$ cat src/rtl/dram_activity_counter.sv
module dram_activity_counter #(
  parameter int OFFSET_W = 6,
  parameter int BANK_W   = 3,
  parameter int ROW_W    = 14,
  parameter int CNT_W    = 48
) (
  input  logic                            clk,
  input  logic                            rst_n,
  input  logic                            req_valid,
  input  logic                            req_write,
  input  logic [OFFSET_W+BANK_W+ROW_W-1:0] req_addr,
  input  logic                            clear,
  input  logic                            snap,
  output logic [CNT_W-1:0]                rd_count,
  output logic [CNT_W-1:0]                wr_count,
  output logic [CNT_W-1:0]                act_count
);
  localparam int NBANK = 1 << BANK_W;
  localparam logic [CNT_W-1:0] CMAX = '1;

  logic [ROW_W-1:0] open_row [NBANK];
  logic [NBANK-1:0] open_vld;
  logic [CNT_W-1:0] rd_live, wr_live, act_live;

  logic [BANK_W-1:0] bank;
  logic [ROW_W-1:0]  row;
  logic              unused_offset;
  logic              take, is_act;

  assign bank          = req_addr[OFFSET_W +: BANK_W];
  assign row           = req_addr[OFFSET_W+BANK_W +: ROW_W];
  assign unused_offset = ^req_addr[OFFSET_W-1:0];
  assign take          = req_valid && !clear;
  assign is_act        = !open_vld[bank] || (open_row[bank] != row);

  always_ff @(posedge clk) begin
    if (!rst_n || clear) begin
      open_vld <= '0;
    end else if (take) begin
      open_vld[bank] <= 1'b1;
    end
  end

  always_ff @(posedge clk) begin
    if (!rst_n) begin
      for (int i = 0; i < NBANK; i++) open_row[i] <= '0;
    end else if (take) begin
      open_row[bank] <= row;
    end
  end

  always_ff @(posedge clk) begin
    if (!rst_n || clear) begin
      rd_live  <= '0;
      wr_live  <= '0;
      act_live <= '0;
    end else if (take) begin
      if (!req_write && rd_live != CMAX) rd_live <= rd_live + 1'b1;
      if (req_write && wr_live != CMAX)  wr_live <= wr_live + 1'b1;
      if (is_act && act_live != CMAX)    act_live <= act_live + 1'b1;
    end
  end

  always_ff @(posedge clk) begin
    if (!rst_n) begin
      rd_count  <= '0;
      wr_count  <= '0;
      act_count <= '0;
    end else if (snap) begin
      rd_count  <= rd_live;
      wr_count  <= wr_live;
      act_count <= act_live;
    end
  end
endmodule


$ cat config.mk
export PLATFORM = sky130hd
export DESIGN_NAME = dram_activity_counter
export DESIGN_NICKNAME = d
export VERILOG_FILES = /design/src/rtl/dram_activity_counter.sv
export SDC_FILE = /design/constraint.sdc
export NUM_CORES = 1
export LEC_CHECK = 0
export ABC_AREA = 1
export ABC_CLOCK_PERIOD_IN_PS = 2450
export BUFFER_PORTS_ARGS = -buffer_cell sky130_fd_sc_hd__clkbuf_2
export CAP_MARGIN = 30
export CORE_MARGIN = 1.5
export CORE_UTILIZATION = 50
export DETAILED_ROUTE_END_ITERATION = 8
export PLACE_DENSITY = 0.68
export REMOVE_ABC_BUFFERS = 1
export SYNTH_ARGS = -nofsm -noshare
export SYNTH_HDL_FRONTEND = slang
export SYNTH_SLANG_ARGS = --single-unit
$ cat constraint.sdc
create_clock -name clk -period 2.45 [get_ports clk]
set_input_delay 0.245 -clock clk [delete_from_list [all_inputs] [get_ports clk]]
set_output_delay 0.245 -clock clk [all_outputs]
set_load 0.01 [all_outputs]
### After elaboration in Yosys (flattened, before gate mapping)

Memories as Yosys holds them, arrays and structs flattened.
Cells that the tools add are included.

* output and inout bits: 144
* register bits after elaboration: 296
* memories: 1
* bits in latches: 0
* word-level logic and storage cells: 44
* memory bits (read-only): 0
* memory bits (writable): 112
* bits of input ports: 29

Memories
* open_row: depth 8, width 14, rd ports 1, clocked after Yosys merged registers in 0, write ports 8, RTL line 21 `logic [ROW_W-1:0] open_row [NBANK];`

* reductions and logical operators: 15
* $lt $le $gt $ge: 2
* $mul: 0
* shift-type cells: 0
* bitwise gates (word level): 1
* div/mod/pow operators: 0
* equal/unequal tests: 4
* muxes and demuxes: 11
* $add $sub $neg: 3

Operator list (number)
* 48-bit by 1-bit adder with 48-bit output, second input constant: 3
* 48-bit != test, second input constant: 3
* 14-bit 2-to-1 mux: 1
* 14-bit != test: 1
* 14-bit OR reduction: 1
* 8-bit OR: 1
* 1-bit 2-to-1 mux: 7
* 2-bit AND reduction: 3
* 1-bit logical AND: 5
* 1-bit zero test: 4
* 3-bit by 4-bit less-than comparator with 1-bit output, second input constant: 1
* 1-bit binary-select mux with 3-bit select: 1
* 1-bit demux with 3-bit select: 1
* 3-bit by 1-bit >= comparator with 1-bit output, second input constant: 1
* 3-bit 2-to-1 mux: 1
* 1-bit logical OR: 2

### Depth between registers and ports, before layout

* depth after elaboration: 7
* gate-level depth with buffers: 19
* depth with buffers taken out: 14

### Worst setup path before layout

Ideal clock, no wire load.

* path type: flip-flop to flip-flop
* start: register act_live[0]
* end: register act_live[37]
* arrival: 2.168 ns
* stages on the path, launching flop included: 15
* data required time: 2.380 ns
* path slack: 0.212 ns
* clock period less this slack: 2.238 ns
* path buffers: 2
* setup time: 0.070 ns
* cell sequence: dfxtp_1 > ha_1 > nand2_1 > inv_1 > nand2_1 > nor2_1 > nand2_1 > nor2_1 > nand3_1 > nor2_1 > a21oi_1 > clkbuf_1 > buf_1 > nand3_1 > a21oi_1

* word-level cells in the longest chain between the ends: 3
* elaborated cells on any way between the ends: 4
* those cells by class: add/sub (1); eq/ne (1); reduce/logical (2)

Ends and longest elaborated chain
* start: declaration: RTL line 23 `logic [CNT_W-1:0] rd_live, wr_live, act_live;`
* start signal: assignment: RTL line 60 `if (is_act && act_live != CMAX) act_live <= act_live + 1'b1;`
* parallel branches: the longest is 3 deep, another holds 48-bit by 1-bit adder with 48-bit output

Several ways; the timed one is not identified.
A chain may end at the register's enable or synchronous reset.

### Final worst setup path

* start: register rd_live[0]
* end: register rd_live[6]

* word-level cells in the longest chain between the ends: 3
* elaborated cells on any way between the ends: 4
* those cells by class: add/sub (1); eq/ne (1); reduce/logical (2)

Ends and longest elaborated chain
* start: declaration: RTL line 23
* start signal: assignment: RTL line 58 `if (!req_write && rd_live != CMAX) rd_live <= rd_live + 1'b1;`
* parallel branches: the longest is 3 deep, another holds 48-bit by 1-bit adder with 48-bit output

Several ways; the timed one is not identified.

==> results.py <==
metrics = {
    "status": {
        "outcome": "complete, no violations",
    },
    "grt": {
        "grt_overflow": 0,
        "grt_usage": 0.2742,
        "grt_max_degree": 111,
        "grt_pass1_wl_um": 90320,
        "antenna_found_initial": 0,
        "grt_pass1_vias": 17530,
    },
    "sta": {
        "finalSetupViolations": 0,
        "fin_ws_ns": 0.1998,
        "post-route-period-util": 0.9184,
        "maxSlewViolCount": 0,
        "hold_viol": 0,
        "fmax_ghz": 0.4444,
        "slew_headroom": 0.5049,
        "period_minus_slack_ns": 2.250,
        "fin_worst_skew_ns": 0.02025,
        "worst_pin_slew_ns": 0.7409,
        "rsz0062_at_grt": "no",
    },
    "place": {
        "post-place-ws_ns": 0.0001363,
        "io_buffer_count": 166,
        "hpwlAfterDp_um": 39890,
        "globalplace.congestion": 0.9416,
    },
    "critical_path": {
        "crit_fanout": 17,
        "critPathLaunchType": "flip-flop",
        "critPathRequiredTime_ns": 2.87,
        "path_class": "flip-flop to flip-flop",
        "r2r_start": "rd_live[0]",
        "r2r-end": "rd_live[6]",
        "crit_start": "rd_live[0]",
        "endpoint_kind": "flip-flop",
        "reg2reg_slack_ns": 0.20,
        "reg2regPathDepth": 12,
        "cp.arrival_ns": 2.67,
    },
    "die": {
        "die-area_um2": 40250,
        "die_x_um": 200.6,
        "coreArea_um2": 38560,
        "dieHeight_um": 200.6,
        "rows": 72,
        "io_pins": 173,
        "start_util": 0.5065,
    },
    "clock_network": {
        "clock_tree.buffer_depth": 3,
        "cts.sinks": 408,
        "clockRootBuffer": "clkbuf_16",
        "htree_levels": 2,
        "cts_tree": "built",
        "insertion_delay_ns": 0.57,
        "cts.clk_slew.worst_paths_ns": 0.06,
        "numCtsBuffers": 43,
    },
    "synthesis": {
        "synth_top_flop_cell": "dfxtp_1",
        "async_flop_share": 0,
        "syn-mean-instance-area_um2": 7.247,
        "synth-edff-count": 112,
        "seq_area_frac_synth": 0.4756,
        "synth_cells": 2695,
        "syn_area_um2": 19530,
        "synth-seq-cells": 408,
        "synth_cell_types": 33,
        "yosys_warnings": 0,
    },
    "route": {
        "drt_iter0_drc": 1393,
        "firstDrtPassIters": 6,
        "finalWirelength_um": 55470,
        "post_drt_wl_per_cell_um": 16.17,
        "drcViolationCount": 0,
        "viasPerCell": 5.299,
        "vias": 18180,
        "ant_nets": 0,
    },
    "layout": {
        "diodes": 0,
        "final_nets": 2913,
        "fillers": 3703,
        "final_cell_mix": "nand2_1 (624), nor2_1 (387), dfxtp_1 (295), inv_1 (276), a21oi_1 (250)",
        "drive_gt1_frac": 0.1164,
        "utilization": 0.5918,
        "syn2layout_area_growth_pct": 16.84,
        "seqCellArea_um2": 9290,
        "multi_input_area_um2": 8625,
        "final_common_cell": "nand2_1",
    },
    "power": {
        "power.density_nw_per_um2": 643.6,
        "vdd_drop_max_uv": 521.0,
        "power_leakage_nw": 8.823,
    },
    "worst_hold_path": {
        "hp-class": "primary input to flip-flop",
        "min_from": "snap",
        "holdPathEnd": "wr_count[0]",
        "worstHoldPathCells": 3,
    },
    "flow_run": {
        "maxCapViolCount": 0,
    },
}
synth_stat cells, drive strengths merged (2+ instances only):
library cell | count | area, µm²
clkinv | 13 | 48.80
xor2 | 87 | 762.0
nand3b | 3 | 22.52
dfxtp | 296 | 5926
nand3 | 184 | 925.9
a31oi | 2 | 12.51
o21bai | 3 | 22.52
nor3 | 69 | 345.3
ha | 3 | 37.54
xnor2 | 12 | 105.1
or2 | 3 | 18.77
buf | 38 | 215.2
inv | 282 | 1059
clkbuf | 84 | 315.3
nor3b | 6 | 45.04
nand2 | 624 | 2342
nor4 | 22 | 137.6
and3 | 2 | 12.51
nor2 | 391 | 1473
o21ai | 177 | 885.9
a21oi | 251 | 1256
o21a | 3 | 22.52
edfxtp | 112 | 3363
nand4 | 26 | 162.7
metal layers:
metal / routed length [µm] / vias up / part of all wire / global-route usage
li1: - / 9076 / - / -
met1: 24820 / 8462 / 0.45 / 0.3683
met2: 26080 / 553 / 0.47 / 0.4581
met3: 3167 / 86 / 0.057 / 0.03490
met4: 1401 / 0 / 0.025 / 0.09103
met5: 0 / - / 0 / 0
registers in the layout (all words and copies together) (netlist names):
register / cells
act_count: 48
open_vld: 8
rd_live: 48
rd_count: 48
open_row: 112
wr_live: 48
act_live: 48
wr_count: 48
layout make-up:
class	count	area share
flip-flops and latches	408	0.4071
multi-input cells	1870	0.3779
repair buffers	263	0.07709
clock buffers	73	0.05878
inverters	295	0.04891
well taps	518	0.02840
clock inverters	3	0.001755
worst max-delay path by stage:
stage | end | slack, ns | cells after the start
finish | rd_live[6] | 0.20 | 12
global route | wr_live[22] | 0.0008 | 12
CTS | rd_live[6] | 0.03 | 11
detailed placement | act_live[5] | 0.0001 | 16
global placement | act_live[37] | 0.08 | 16
floorplan | act_live[0] | -2.23 | 13
report_power, final:
| group | leakage, nW | internal (mW) | switching (mW) |
|---|---|---|---|
| Combinational | 4.67 | 0.328 | 0.685 |
| Sequential | 3.48 | 7.15 | 0.0952 |
| Clock | 0.676 | 3.80 | 2.62 |
| Total | 8.82 | 11.3 | 3.41 |
critical path, cell delays in order (launching register included):
cell and delay (ns):
dfxtp_1 0.34, ha_1 0.21, nand3_1 0.17, nor2_1 0.19
nand2_1 0.11, nor3_1 0.25, nand2_1 0.12, nand3_2 0.15
clkinvlp_4 0.12, buf_12 0.16, nand2_1 0.12, nand2_1 0.06
nor3b_1 0.13
kinds of logic (layout without fill, tap and decap cells):
group,count (synthesis),in the layout,synth area share
AOI/OAI and AO/OA,437,437,0.1130
xor gates and xnor gates,99,99,0.04440
adders and majority gates,3,3,0.001922
buffers and inverters,417,634,0.08386
DFF,408,408,0.4756
and+or+nand+nor,1331,1331,0.2812
per-stage QoR:
step / cell area, µm² / cells / setup TNS (ns) / power [mW] / hold WS (ns)
after global routing: 22820 / 3430 / 0 / 15.23 / 0.08499
after detailed placement: 21390 / 3352 / 0 / 8.399 / 0.4440
final: 22820 / 3430 / 0 / 14.69 / 0.07127
after floorplan: 19000 / 2573 / -127.10 / 7.876 / 0.3344
after CTS: 22770 / 3428 / 0 / 14.80 / 0.05176
after global placement: 21390 / 3352 / 0 / 8.368 / 0.4368
repair_timing:
action / CTS / global route
hold buffers: 0 / 0
resized for setup: 0 / 7
buffers inserted: 0 / 2
setup endpoints to repair: 0 / 108
hold endpoints to repair: 0 / 0
(Power assumes the default switching activity.)
